**src/rtl/cio_pkg.sv**
```systemverilog
package cio_pkg;
  parameter int ADDR_W = 8;
  parameter int DATA_W = 8;

  typedef logic [ADDR_W-1:0] addr_t;
  typedef logic [DATA_W-1:0] data_t;

  // One register write request as seen on either write path.
  typedef struct packed {
    logic  wr;
    addr_t addr;
    data_t data;
  } wr_req_t;
endpackage

```
**src/rtl/cio_sync_edge.sv**
```systemverilog
module cio_sync_edge #(
  parameter int SYNC_STAGES = 2
) (
  input  logic clk,
  input  logic rst_n,
  input  logic raw_n,
  output logic open_lvl,
  output logic open_fall
);
  localparam int LAST = SYNC_STAGES - 1;

  logic [SYNC_STAGES-1:0] chain;
  logic                   prev_q;

  // Reset loads the closed (high) level so no false edge follows reset.
  always_ff @(posedge clk) begin
    if (!rst_n) begin
      chain  <= '1;
      prev_q <= 1'b1;
    end else begin
      chain  <= {chain[SYNC_STAGES-2:0], raw_n};
      prev_q <= chain[LAST];
    end
  end

  assign open_lvl  = ~chain[LAST];
  assign open_fall = prev_q & ~chain[LAST];

  generate
    if (SYNC_STAGES == 2) begin : g_chk
      // a synchronized fall implies the pin was low two edges earlier
      a_r1_fall_from_pin: assert property (@(posedge clk) disable iff (!rst_n)
        open_fall |-> ($past(raw_n, 2) == 1'b0));
    end
  endgenerate
endmodule

```
**src/rtl/cio_clear_bit.sv**
```systemverilog
module cio_clear_bit
  import cio_pkg::*;
#(
  parameter addr_t HIT_ADDR = '0,
  parameter int    HIT_BIT  = 0
) (
  input  logic    clk,
  input  logic    rst_n,
  input  wr_req_t req,
  output logic    pulse
);
  logic hit;

  assign hit = req.wr && (req.addr == HIT_ADDR) && req.data[HIT_BIT];

  // One-shot: holds 1 only for the cycle after a matching write.
  always_ff @(posedge clk) begin
    if (!rst_n) pulse <= 1'b0;
    else        pulse <= hit;
  end
endmodule

```
**src/rtl/cio_sticky.sv**
```systemverilog
module cio_sticky (
  input  logic clk,
  input  logic rst_n,
  input  logic set_i,
  input  logic clr_a,
  input  logic clr_b,
  output logic flag_q
);
  // Set has priority so an event coinciding with a clear is kept.
  always_ff @(posedge clk) begin
    if (!rst_n)              flag_q <= 1'b0;
    else if (set_i)          flag_q <= 1'b1;
    else if (clr_a || clr_b) flag_q <= 1'b0;
  end

  // set beats clear
  a_r7_set_wins: assert property (@(posedge clk) disable iff (!rst_n)
    set_i |=> flag_q);
  // monitor-path clear drops the flag
  a_r4_clear_drops: assert property (@(posedge clk) disable iff (!rst_n)
    (clr_a && !set_i) |=> !flag_q);
  // configuration-path clear drops the flag
  a_r5_clear_drops: assert property (@(posedge clk) disable iff (!rst_n)
    (clr_b && !set_i) |=> !flag_q);
  // flag is sticky without a clear
  a_r2_sticky: assert property (@(posedge clk) disable iff (!rst_n)
    (flag_q && !clr_a && !clr_b) |=> flag_q);
endmodule

```
**src/rtl/chassis_intrusion_latch.sv**
```systemverilog
module chassis_intrusion_latch
  import cio_pkg::*;
#(
  parameter addr_t STAT_ADDR      = 8'h00,
  parameter int    STAT_LATCH_BIT = 0,
  parameter int    STAT_LIVE_BIT  = 1,
  parameter addr_t MON_CLR_ADDR   = 8'h46,
  parameter int    MON_CLR_BIT    = 7,
  parameter addr_t CFG_CLR_ADDR   = 8'hE6,
  parameter int    CFG_CLR_BIT    = 5,
  parameter int    SYNC_STAGES    = 2
) (
  input  logic       clk,
  input  logic       rst_n,
  input  logic       case_open_n,
  input  logic       mon_wr,
  input  logic [7:0] mon_addr,
  input  logic [7:0] mon_wdata,
  input  logic       cfg_wr,
  input  logic [7:0] cfg_addr,
  input  logic [7:0] cfg_wdata,
  input  logic [7:0] rd_addr,
  output logic [7:0] rd_data,
  output logic       intr
);
  wr_req_t mon_req, cfg_req;
  logic    open_lvl, open_fall;
  logic    mon_pulse, cfg_pulse;
  logic    flag;

  assign mon_req = '{wr: mon_wr, addr: mon_addr, data: mon_wdata};
  assign cfg_req = '{wr: cfg_wr, addr: cfg_addr, data: cfg_wdata};

  cio_sync_edge #(.SYNC_STAGES(SYNC_STAGES)) u_sync (
    .clk(clk), .rst_n(rst_n), .raw_n(case_open_n),
    .open_lvl(open_lvl), .open_fall(open_fall)
  );

  cio_clear_bit #(.HIT_ADDR(MON_CLR_ADDR), .HIT_BIT(MON_CLR_BIT)) u_mon_clr (
    .clk(clk), .rst_n(rst_n), .req(mon_req), .pulse(mon_pulse)
  );

  cio_clear_bit #(.HIT_ADDR(CFG_CLR_ADDR), .HIT_BIT(CFG_CLR_BIT)) u_cfg_clr (
    .clk(clk), .rst_n(rst_n), .req(cfg_req), .pulse(cfg_pulse)
  );

  cio_sticky u_flag (
    .clk(clk), .rst_n(rst_n), .set_i(open_fall),
    .clr_a(mon_pulse), .clr_b(cfg_pulse), .flag_q(flag)
  );

  always_comb begin
    rd_data = '0;
    if (rd_addr == STAT_ADDR) begin
      rd_data[STAT_LATCH_BIT] = flag;
      rd_data[STAT_LIVE_BIT]  = open_lvl;
    end else if (rd_addr == MON_CLR_ADDR) begin
      rd_data[MON_CLR_BIT] = mon_pulse;
    end else if (rd_addr == CFG_CLR_ADDR) begin
      rd_data[CFG_CLR_BIT] = cfg_pulse;
    end
  end

  assign intr = flag;

  // interrupt pin and status read agree
  a_r8_intr_mirror: assert property (@(posedge clk) disable iff (!rst_n)
    (rd_addr == STAT_ADDR) |-> (rd_data[STAT_LATCH_BIT] == intr));
endmodule

```
**config.mk**
```make
export PLATFORM = sky130hd
export DESIGN_NAME = chassis_intrusion_latch
export DESIGN_NICKNAME = d
export VERILOG_FILES = /design/src/rtl/cio_pkg.sv /design/src/rtl/cio_sync_edge.sv /design/src/rtl/cio_clear_bit.sv /design/src/rtl/cio_sticky.sv /design/src/rtl/chassis_intrusion_latch.sv
export SDC_FILE = /design/constraint.sdc
export NUM_CORES = 1
export LEC_CHECK = 0
export BUFFER_PORTS_ARGS = -buffer_cell sky130_fd_sc_hd__buf_2
export CORE_AREA = 2 2 39 41
export CTS_CLUSTER_SIZE = 10
export DETAILED_ROUTE_END_ITERATION = 10
export DIE_AREA = 0 0 41 43
export PLACE_DENSITY_LB_ADDON = 0.12
export SLEW_MARGIN = 30
export SYNTH_ARGS = -nofsm -noshare
export SYNTH_HDL_FRONTEND = slang
export SYNTH_HIERARCHICAL = 1
export SYNTH_SLANG_ARGS = --single-unit
```
**constraint.sdc**
```tcl
create_clock -name clk -period 1.69 [get_ports clk]
set_clock_uncertainty 0.2 [all_clocks]
set_input_delay 0.169 -clock clk [delete_from_list [all_inputs] [get_ports clk]]
set_output_delay 0.169 -clock clk [all_outputs]
set_load 0.05 [all_outputs]
```
==> results.md, run 1 <==
Status
• **outcome** completed

Synth
• **Yosys warnings** 6
• **ys async rst share** 0
• **sequential share of the synthesized area** 0.3542
• **leading register cell type out of synthesis** dfxtp_1
• **number of instances in the synthesized netlist** 34
• **number of synthesized register bits** 6
• **Mapped Area** 339.1 sq um
• **number of enable-type register cells in the synthesized netlist** 0
• **post-synth cell types** 19
• **average cell area after synthesis** 9.973 sq um

Timing
• **worst hold margin** 0.2039 ns
• **max-slew violation count** 0
• **Peak Freq** 609.8 MHz
• **final hold violation count** 0
• **number of setup violations in the final report** 0
• **period utilization** 0.9703
• **RSZ-0062 raised after global routing** false
• **min Tclk post-route** 1.640 ns
• **Sum Neg Setup Slack** 0 ns

Route
• **first-pass iteration count of the detailed router** 2
• **drt via density** 4.426
• **residual antenna-violating net count after detailed routing** 0
• **DR vias** 416
• **WL per Instance** 7.883 um
• **DRT Wirelength** 741 um
• **Iteration-0 DRC Markers** 2
• **drt drc** 0

Setup path
• **startpoint type of the worst setup path** primary input
• **Crit Path Category** in -> reg
• **required time of the critical path** 1.67 ns
• **Buffers & Inverters on Critical Path** 3
• **critical path peak fanout** 1
• **Critical-path top delay cell** dlygate4sd3_1
• **critical path capture point type** flip-flop
• **Crit path max-delay family** buffers and inverters
• **delay of the slowest cell on the worst path** 0.56 ns
• **Critical Path AT** 1.62 ns
• **critical path, cell by cell** dlygate4sd3_1 > buf_2 > nor4_2 > dlygate4sd3_1
• **most numerous cell on the critical path** dlygate4sd3_1

Finish
• **area of combinational cells with multiple inputs** 205.2 sq um
• **commonest cells after routing, fill and taps aside** 35 x buf_2, 7 x dlygate4sd3_1, 6 x dfxtp_1
• **most frequent standard cell in the layout excluding fill and tap cells** buf_2
• **count of filler cells inserted in the layout** 151
• **final cell count without fillers** 94
• **area growth from synthesis to layout** 81.92%
• **fraction of layout instances using a drive strength above 1** 0.5513
• **register area** 120.1 sq um
• **# nets final** 125
• **antenna fix cells** 0

CTS
• **deepest level of the CTS H-tree** 1
• **Worst-Skew Late Latency** 0.24 ns
• **TritonCTS buffer count** 3
• **buffers inserted by post-CTS timing repair** 0
• **maximum number of buffers from clock root to sink** 2
• **root buffer cell** clkbuf_4
• **clock tree from TritonCTS** done
• **clock sink count** 6
• **number of gates resized after CTS** 0
• **CTS clk-pin slew, worst paths** 0.04 ns

Floorplanning
• **core outline area** 1384 sq um
• **DIE WIDTH** 41 um
• **io pins** 54
• **die span in y** 43 um
• **starting density of the core** 0.2450
• **std cell rows** 14
• **die footprint** 1763 sq um

Place
• **number of port buffers** 35
• **Cell Count Post-Placement** 84
• **final estimated routing congestion in global placement** 0.6412

GRT
• **maximum number of pins on one net before global-route repair** 7
• **global-route wire length before repair** 1110 um
• **global-route usage over all layers** 0.09557
• **vias in the first global route** 348
• **leftover overflow at the end of global routing** 0
• **number of antenna violations at the first check in global routing** 0

Power and ir drop
• **maximum ir drop on the vdd rail** 0.3690 mV
• **total leakage power** 0.3225 nW
• **Cell Pwr Density** 581.4 nW/um^2
• **overall power after layout** 0.3587 mW

Worst hold path
• **Tightest Hold Check Type** reg -> reg

Run
• **max-cap viol count** 0

## stage by stage
step           worst slack [ns]    util  area, sq um
5_1_grt                0.004533  0.4458        616.8
2_1_floorplan            0.1608       -        359.1
3_3_place_gp             0.2433  0.3788        524.3
3_5_place_dp             0.2331  0.3788        524.3
4_1_cts                 0.05706  0.4458        616.8
6_report                0.05015  0.4458        616.8
## Yosys cell counts (2+ instances only)
cell type  count  area share
nand2_1        2       0.022
and3_1         3       0.055
nand2b_1       3       0.055
dfxtp_1        6        0.35
buf_4          4       0.089
nor4_2         3        0.11
## registers in the layout (all words and copies together) (netlist names)
| register | count |
|---|---|
| u_sync/prev_q | 1 |
| u_cfg_clr/pulse | 1 |
| u_flag/flag_q | 1 |
| u_mon_clr/pulse | 1 |
| u_sync/chain | 2 |
## logic make-up (layout without fill, tap and decap cells)
family | Yosys count | after routing | synth area share
AND/OR/NAND/NOR | 21 | 21 | 0.5130
flip-flops | 6 | 6 | 0.3543
buffers and inverters | 5 | 46 | 0.09962
other | 1 | 4 | 0.01106
AO/OA/AOI/OAI | 1 | 1 | 0.02215
## final timing paths
kind,start,to,slack [ns],cells past startpoint
worst min register to register,u_sync/chain[0],u_sync/chain[1],0.20,1
worst max register to register,u_flag/flag_q,u_flag/flag_q,0.78,2
worst max-delay path,mon_addr[3],u_mon_clr/pulse,0.05,4
worst min-delay path,u_sync/chain[0],u_sync/chain[1],0.20,1
## metal layers
| metal | GRT usage | wire [um] | vias to the layer above |
|---|---|---|---|
| met5 | 0 | 0 | - |
| met2 | 0.1594 | 363 | 34 |
| met1 | 0.08414 | 251 | 173 |
| li1 | - | - | 209 |
| met4 | 0.08000 | 0 | 0 |
| met3 | 0.03141 | 126 | 0 |
## power breakdown
group          internal (mW)  switching, mW  leakage [nW]
clock                 0.0799         0.0459        0.0138
combinational         0.0411         0.0440         0.260
sequential             0.146        0.00155        0.0491
## area by class of cell
class,instances,area share
flip-flops and latches,6,0.1947
inverters,1,0.006085
well taps,16,0.03245
repair buffers,42,0.3976
clock buffers,3,0.03651
multi-input cells,26,0.3327
## timing repair
action                                  CTS  global route
endpoints found under the setup margin    0             0
hold buffers                              7             0
endpoints found under the hold margin     5             0
No activity file was read; power rests on OpenSTA's default activity.
==> inputs of run 2 (changes only) <==
--- a/config.mk
+++ b/config.mk
@@ -7,10 +7,11 @@
 export LEC_CHECK = 0
 export BUFFER_PORTS_ARGS = -buffer_cell sky130_fd_sc_hd__buf_2
 export CORE_AREA = 2 2 39 41
+export CTS_CLUSTER_DIAMETER = 120
 export CTS_CLUSTER_SIZE = 10
 export DETAILED_ROUTE_END_ITERATION = 10
 export DIE_AREA = 0 0 41 43
-export PLACE_DENSITY_LB_ADDON = 0.12
+export PLACE_DENSITY_LB_ADDON = 0.3
 export SLEW_MARGIN = 30
 export SYNTH_ARGS = -nofsm -noshare
 export SYNTH_HDL_FRONTEND = slang
==> run 2 against run 1 <==
The flow now finishes with violations (negative hold slack). Design area increased by 0.41%. Register-to-register slack about the same. Wire length increased by 2.8%. Utilization increased by 0.18 points. Non-clock buffer count unchanged. Setup slack got worse by 0.00077 ns. Worst hold slack got worse by 0.22 ns. Die area unchanged. Via count increased by 0.48%. Largest power group unchanged. Highest routed layer is now met4.
==> results.md, run 2 (synthesized netlist as in run 1, its figures left out) <==
Route
• **DRT Wirelength** 762 um, +2.8%
• **first-pass iteration count of the detailed router** 4, +2
• **residual antenna-violating net count after detailed routing** 0, unchanged
• **drt via density** 4.447, +0.48%
• **Iteration-0 DRC Markers** 4, +2
• **WL per Instance** 8.106 um, +2.8%
• **DR vias** 418, +0.48%
• **drt drc** 0, unchanged

Finish
• **number of flip-flops in the largest register** 2, unchanged
• **antenna fix cells** 0, unchanged
• **commonest cells after routing, fill and taps aside** 34 x buf_2, 7 x dlygate4sd3_1, 6 x dfxtp_1
• **register area** 120.1 sq um, unchanged
• **Final Util** 0.4476, +0.001809
• **count of filler cells inserted in the layout** 139, -7.9%
• **final cell count without fillers** 94, unchanged
• **area of combinational cells with multiple inputs** 205.2 sq um, unchanged
• **Top reg by flops** u_sync/chain
• **area growth from synthesis to layout** 82.66%
• **fraction of layout instances using a drive strength above 1** 0.5513, unchanged
• **most frequent standard cell in the layout excluding fill and tap cells** buf_2
• **# nets final** 125, unchanged

Setup path
• **total number of cells along the worst setup path** 4, unchanged
• **crit path from** mon_addr[3]
• **critical path peak fanout** 1, unchanged
• **Critical-path top delay cell** dlygate4sd3_1
• **Worst R2R Setup Slack** 0.79 ns, about the same
• **critical path capture point type** flip-flop
• **startpoint type of the worst setup path** primary input
• **Crit path max-delay family** buffers and inverters
• **worst reg2reg path depth** 2, unchanged
• **Buffers & Inverters on Critical Path** 3, unchanged
• **Critical Path AT** 1.63 ns, about the same
• **most numerous cell on the critical path** dlygate4sd3_1
• **required time of the critical path** 1.68 ns, about the same
• **capture point of the worst path** u_mon_clr/pulse
• **Crit Path Category** in -> reg
• **critical register-to-register path startpoint** u_flag/flag_q
• **critical path, cell by cell** dlygate4sd3_1 > buf_2 > nor4_2 > dlygate4sd3_1
• **delay of the slowest cell on the worst path** 0.56 ns, about the same
• **reg2reg end** u_flag/flag_q

CTS
• **root buffer cell** clkbuf_4
• **clock sink count** 6, unchanged
• **CTS clk-pin slew, worst paths** 0.04 ns, about the same
• **TritonCTS buffer count** 3, unchanged
• **clock tree from TritonCTS** done
• **deepest level of the CTS H-tree** 1, unchanged
• **maximum number of buffers from clock root to sink** 2, unchanged
• **Worst-Skew Late Latency** 0.24 ns, about the same

Floorplanning
• **starting density of the core** 0.2450, unchanged
• **die span in y** 43 um, unchanged
• **io pins** 54, unchanged
• **DIE WIDTH** 41 um, unchanged
• **die footprint** 1763 sq um, unchanged
• **core outline area** 1384 sq um, unchanged
• **std cell rows** 14, unchanged

Run
• **max-cap viol count** 0, unchanged

Timing
• **max-slew violation count** 0, unchanged
• **worst hold margin** -0.01726 ns, -0.2211 ns
• **min Tclk post-route** 1.641 ns, +0.0007700 ns
• **number of setup violations in the final report** 0, unchanged
• **Peak Freq** 609.5 MHz, about the same
• **period utilization** 0.9708, about the same
• **Sum Neg Setup Slack** 0 ns, unchanged
• **RSZ-0062 raised after global routing** false
• **final hold violation count** 1, +1

GRT
• **leftover overflow at the end of global routing** 0, unchanged
• **number of antenna violations at the first check in global routing** 0, unchanged
• **global-route wire length before repair** 1179 um, +6.2%
• **maximum number of pins on one net before global-route repair** 7, unchanged
• **vias in the first global route** 345, -0.86%
• **met3 capacity usage during global routing** 0.04712, +0.01571
• **Most Crowded Layer GR** met2
• **GR Util met1** 0.09091, +0.006767
• **global-route usage over all layers** 0.1057, +0.01017
• **GRT met2 Usage** 0.1656, +0.006250

Worst hold path
• **Hold Path Stages** 3, +2
• **Tightest Hold Check Type** in -> reg

Power and ir drop
• **overall power after layout** 0.3669 mW, +2.3%
• **total leakage power** 0.3206 nW, -0.60%
• **Cell Pwr Density** 592.4 nW/um^2, +1.9%
• **maximum ir drop on the vdd rail** 0.3179 mV, -14%

Place
• **final estimated routing congestion in global placement** 0.6620, +3.2%
• **Cell Count Post-Placement** 84, unchanged
• **number of port buffers** 35, unchanged

Status
• **outcome** complete, but fails checks
• **violations in the final reports** negative hold slack

-- run 2: worst min path at each step --
stage	start	endpoint	slack, ns
2_1_floorplan	cfg_addr[3]	u_cfg_clr/pulse	0.04
3_3_place_gp	cfg_addr[3]	u_cfg_clr/pulse	0.14
3_5_place_dp	cfg_addr[3]	u_cfg_clr/pulse	0.14
4_1_cts	u_sync/chain[0]	u_sync/chain[1]	0.22
5_1_grt	cfg_addr[5]	u_cfg_clr/pulse	0.01
6_report	cfg_addr[5]	u_cfg_clr/pulse	-0.02
-- run 2: where the power goes --
part	total [mW]	internal (mW)	switching, mW
Combinational	0.0877	0.0433	0.0444
Sequential	0.148	0.146	0.00148
Clock	0.132	0.0803	0.0512
-- run 2: layout make-up --
type | instances | area share
multi-input cells | 26 | 0.3313
flip-flops and latches | 6 | 0.1939
repair buffers | 42 | 0.4000
well taps | 16 | 0.03232
inverters | 1 | 0.006061
clock buffers | 3 | 0.03636
-- run 2: worst register-to-register path, delay by kind of cell (launching register included) --
kind | cells | cell delay (ns)
DFF | 1 | 0.30
AOI/OAI and AO/OA | 1 | 0.15
and+or+nand+nor | 1 | 0.14
-- run 2: what timing repair did --
action	CTS	global route
hold buffers	7	1
setup endpoints to repair	0	1
endpoints found under the hold margin	6	1
buffers inserted	0	0
resized for setup	0	1
-- run 2: layer usage --
metal  wire (um)  vias to the layer above
met5           0                        -
met4          12                        0
met3         114                        2
met1         261                      174
met2         374                       35
li1            -                      207
-- run 2: metrics by stage --
step | instance area (sq um) | hold slack (ns) | setup slack (ns)
2_1_floorplan | 359.1 | 0.03932 | 0.1608
3_3_place_gp | 524.3 | 0.1399 | 0.2554
3_5_place_dp | 524.3 | 0.1418 | 0.2507
4_1_cts | 616.8 | 0.2159 | 0.04380
5_1_grt | 619.3 | 0.009721 | 0.005935
6_report | 619.3 | -0.01726 | 0.04938
==> inputs of run 3 (changes only) <==
--- a/config.mk
+++ b/config.mk
@@ -5,12 +5,12 @@
 export SDC_FILE = /design/constraint.sdc
 export NUM_CORES = 1
 export LEC_CHECK = 0
+export ABC_AREA = 1
 export BUFFER_PORTS_ARGS = -buffer_cell sky130_fd_sc_hd__buf_2
-export CORE_AREA = 2 2 39 41
+export CORE_UTILIZATION = 32
 export CTS_CLUSTER_DIAMETER = 120
 export CTS_CLUSTER_SIZE = 10
 export DETAILED_ROUTE_END_ITERATION = 10
-export DIE_AREA = 0 0 41 43
 export PLACE_DENSITY_LB_ADDON = 0.3
 export SLEW_MARGIN = 30
 export SYNTH_ARGS = -nofsm -noshare
==> run 3 against run 2 <==
Die area shrank 18%. Design area grew 11%. Area after synthesis grew 23%. Via count grew 21%. Critical path type unchanged. The flow now finishes without violations. Final cell count grew 35%. Total power grew 1.5%.
==> results.md, run 3 <==
Status
• **outcome** completed

Place
• **DP Wirelength** 711.7 um
• **number of port buffers** 35, unchanged
• **final estimated routing congestion in global placement** 0.6393, -3.4%

Setup path
• **Critical Path AT** 1.61 ns, -0.02 ns
• **Crit Path Category** in -> reg
• **startpoint type of the worst setup path** primary input
• **critical path peak fanout** 1, unchanged
• **delay of the slowest cell on the worst path** 0.56 ns, about the same
• **critical path, cell by cell** dlygate4sd3_1 > buf_2 > nand3b_1 > dlygate4sd3_1 > nor2_2
• **Critical-path top delay cell** dlygate4sd3_1
• **required time of the critical path** 1.67 ns, about the same
• **most numerous cell on the critical path** dlygate4sd3_1
• **Crit path max-delay family** buffers and inverters
• **critical path capture point type** flip-flop
• **Buffers & Inverters on Critical Path** 3, unchanged

Floorplanning
• **die footprint** 1454 sq um, -18%
• **DIE WIDTH** 38.14 um, -7.0%
• **io pins** 54, unchanged
• **core outline area** 1156 sq um, -16%
• **die span in y** 38.14 um, -11%
• **std cell rows** 12, -2
• **starting density of the core** 0.3615, +0.1164

Power and ir drop
• **Cell Pwr Density** 544.2 nW/um^2, -8.1%
• **P_int** 0.2721 mW, +0.88%
• **share of total power consumed by net switching** 0.2694, +0.004705
• **power share of the clock group** 0.334, -0.024
• **total leakage power** 0.3889 nW, +21%
• **proportion of power drawn by flip-flops and latches** 0.398, -0.005
• **maximum ir drop on the vdd rail** 0.2509 mV, -21%
• **Sw Pwr** 0.1004 mW, +3.3%
• **fraction of power consumed by combinational cells** 0.267, +0.028
• **overall power after layout** 0.3725 mW, +1.5%

Route
• **drt drc** 0, unchanged
• **Top Layer Used** met3
• **M1 wire length** 334 um, +28%
• **residual antenna-violating net count after detailed routing** 0, unchanged
• **DRT Wirelength** 843 um, +11%
• **detailed route wirelength on metal3** 65 um, -43%
• **DR vias** 504, +21%
• **Iteration-0 DRC Markers** 2, -2
• **first-pass iteration count of the detailed router** 2, -2
• **WL per Instance** 6.638 um, -18%
• **met2 WL post-DR** 443 um, +18%
• **drt via density** 3.969, -11%

CTS
• **deepest level of the CTS H-tree** 1, unchanged
• **Worst-Skew Late Latency** 0.23 ns, about the same
• **clock sink count** 6, unchanged
• **maximum number of buffers from clock root to sink** 2, unchanged
• **TritonCTS buffer count** 3, unchanged
• **clock tree from TritonCTS** done
• **CTS clk-pin slew, worst paths** 0.04 ns, about the same
• **root buffer cell** clkbuf_4
• **buffers inserted by post-CTS timing repair** 0, unchanged

Finish
• **number of flip-flops in the largest register** 2, unchanged
• **count of filler cells inserted in the layout** 115, -17%
• **most frequent standard cell in the layout excluding fill and tap cells** buf_2
• **area growth from synthesis to layout** 63.77%
• **# nets final** 160, +28%
• **commonest cells after routing, fill and taps aside** 35 x buf_2, 16 x nand2_1, 16 x inv_1
• **Top reg by flops** u_sync/chain
• **register area** 120.1 sq um, unchanged
• **antenna fix cells** 0, unchanged
• **Final Util** 0.5920, +0.1444
• **fraction of layout instances using a drive strength above 1** 0.4159, -0.1354
• **area of combinational cells with multiple inputs** 225.2 sq um, +9.8%

GRT
• **number of antenna violations at the first check in global routing** 0, unchanged
• **global-route usage over all layers** 0.1354, +0.02963
• **vias in the first global route** 394, +14%
• **global-route wire length before repair** 1331 um, +13%
• **leftover overflow at the end of global routing** 0, unchanged
• **maximum number of pins on one net before global-route repair** 7, unchanged

Synth
• **Synth top cells by count** 16 x inv_1, 16 x nand2_1, 13 x nor2_1, 6 x dfxtp_1, 4 x buf_4
• **fraction of synthesized cell area taken by the top area cell type** 0.2874, -0.06682
• **post-synth top area cell** dfxtp_1
• **dominant cells by area after synthesis** dfxtp_1 29%, inv_1 14%, nand2_1 14%
• **Mapped Area** 417.9 sq um, +23%
• **average cell area after synthesis** 5.970 sq um, -40%
• **number of enable-type register cells in the synthesized netlist** 0, unchanged
• **Yosys warnings** 6, unchanged
• **post-synth cell types** 15, -4
• **leading register cell type out of synthesis** dfxtp_1
• **sequential share of the synthesized area** 0.2874, -0.06682
• **ys async rst share** 0, unchanged
• **number of synthesized register bits** 6, unchanged
• **number of instances in the synthesized netlist** 70, +110%

Timing
• **Peak Freq** 614.1 MHz, +0.76%
• **number of setup violations in the final report** 0, unchanged
• **max-slew violation count** 0, unchanged
• **final hold violation count** 0, -1
• **min Tclk post-route** 1.628 ns, -0.01231 ns
• **period utilization** 0.9635, -0.007282
• **RSZ-0062 raised after global routing** false

Worst hold path
• **Tightest Hold Check Type** in -> reg

Run
• **max-cap viol count** 0, unchanged

==> run 3: cell types whose count changed after synthesis, sizes merged, moves of 2 or more <==
cell | before | now
inv | 1 | 17
nor4 | 4 | 0
and3 | 3 | 0
nand2b | 3 | 0
nor2 | 0 | 16
nand2 | 2 | 17
nand3b | 0 | 2
==> run 3: area by class of cell <==
class	instances	area share
clock buffers	3	0.03291
inverters	17	0.09324
well taps	14	0.02559
flip-flops and latches	6	0.1755
multi-input cells	46	0.3291
repair buffers	41	0.3437
==> run 3: cell families (layout without fill, tap and decap cells) <==
family,after synthesis,in the layout,share of synthesized area
simple gates,40,40,0.4461
other cells,1,4,0.008973
flops,6,6,0.2874
compound gates,2,2,0.03293
buf+inv,21,61,0.2246
==> run 3: through the flow <==
stage | setup slack [ns] | area, sq um | hold WS (ns) | std cells | TNS, ns
after CTS | 0.07194 | 684.4 | 0.001152 | 127 | 0
after global placement | 0.3711 | 601.8 | 0.1389 | 118 | 0
after floorplan | -0.07599 | 439.2 | 0.03541 | 73 | -0.07599
after detailed placement | 0.3374 | 601.8 | 0.1442 | 118 | 0
after global routing | 0.04636 | 684.4 | 0.01279 | 127 | 0
final | 0.06169 | 684.4 | 0.01015 | 127 | 0
==> run 3: worst reg2reg max path, delay by kind of cell, from the launching register on <==
family / cells / cell delay [ns]
flip-flops: 1 / 0.30
AO/OA/AOI/OAI: 1 / 0.12
buffers and inverters: 2 / 0.09
AND/OR/NAND/NOR: 1 / 0.08
==> run 3: final timing paths <==
| check | start | depth (start not counted) | endpoint | slack [ns] |
|---|---|---|---|---|
| setup / recovery | mon_addr[3] | 5 | u_mon_clr/pulse | 0.06 |
| hold / removal | cfg_addr[2] | 3 | u_cfg_clr/pulse | 0.01 |
| setup reg to reg | u_sync/prev_q | 4 | u_flag/flag_q | 0.85 |
| hold reg to reg | u_sync/chain[0] | 2 | u_sync/chain[1] | 0.20 |
==> run 3: timing repair <==
action                    CTS  global route
gates resized for setup     0             0
hold buffers                6             0
hold endpoints to repair    5             0
==> run 3: layer usage <==
layer / track usage / vias to the layer above
met5: 0 / -
met4: 0.1071 / 0
met3: 0.03488 / 0
met2: 0.2585 / 26
met1: 0.1143 / 195
li1: - / 283
==> run 3: power groups by stage <==
stage	logic [mW]	clock network, mW	registers (mW)
final	0.0996	0.124	0.148
after global routing	0.110	0.142	0.149
after CTS	0.100	0.134	0.148
after detailed placement	0.0897	0	0.151
after global placement	0.0880	0	0.151
after floorplan	0.0516	0	0.155
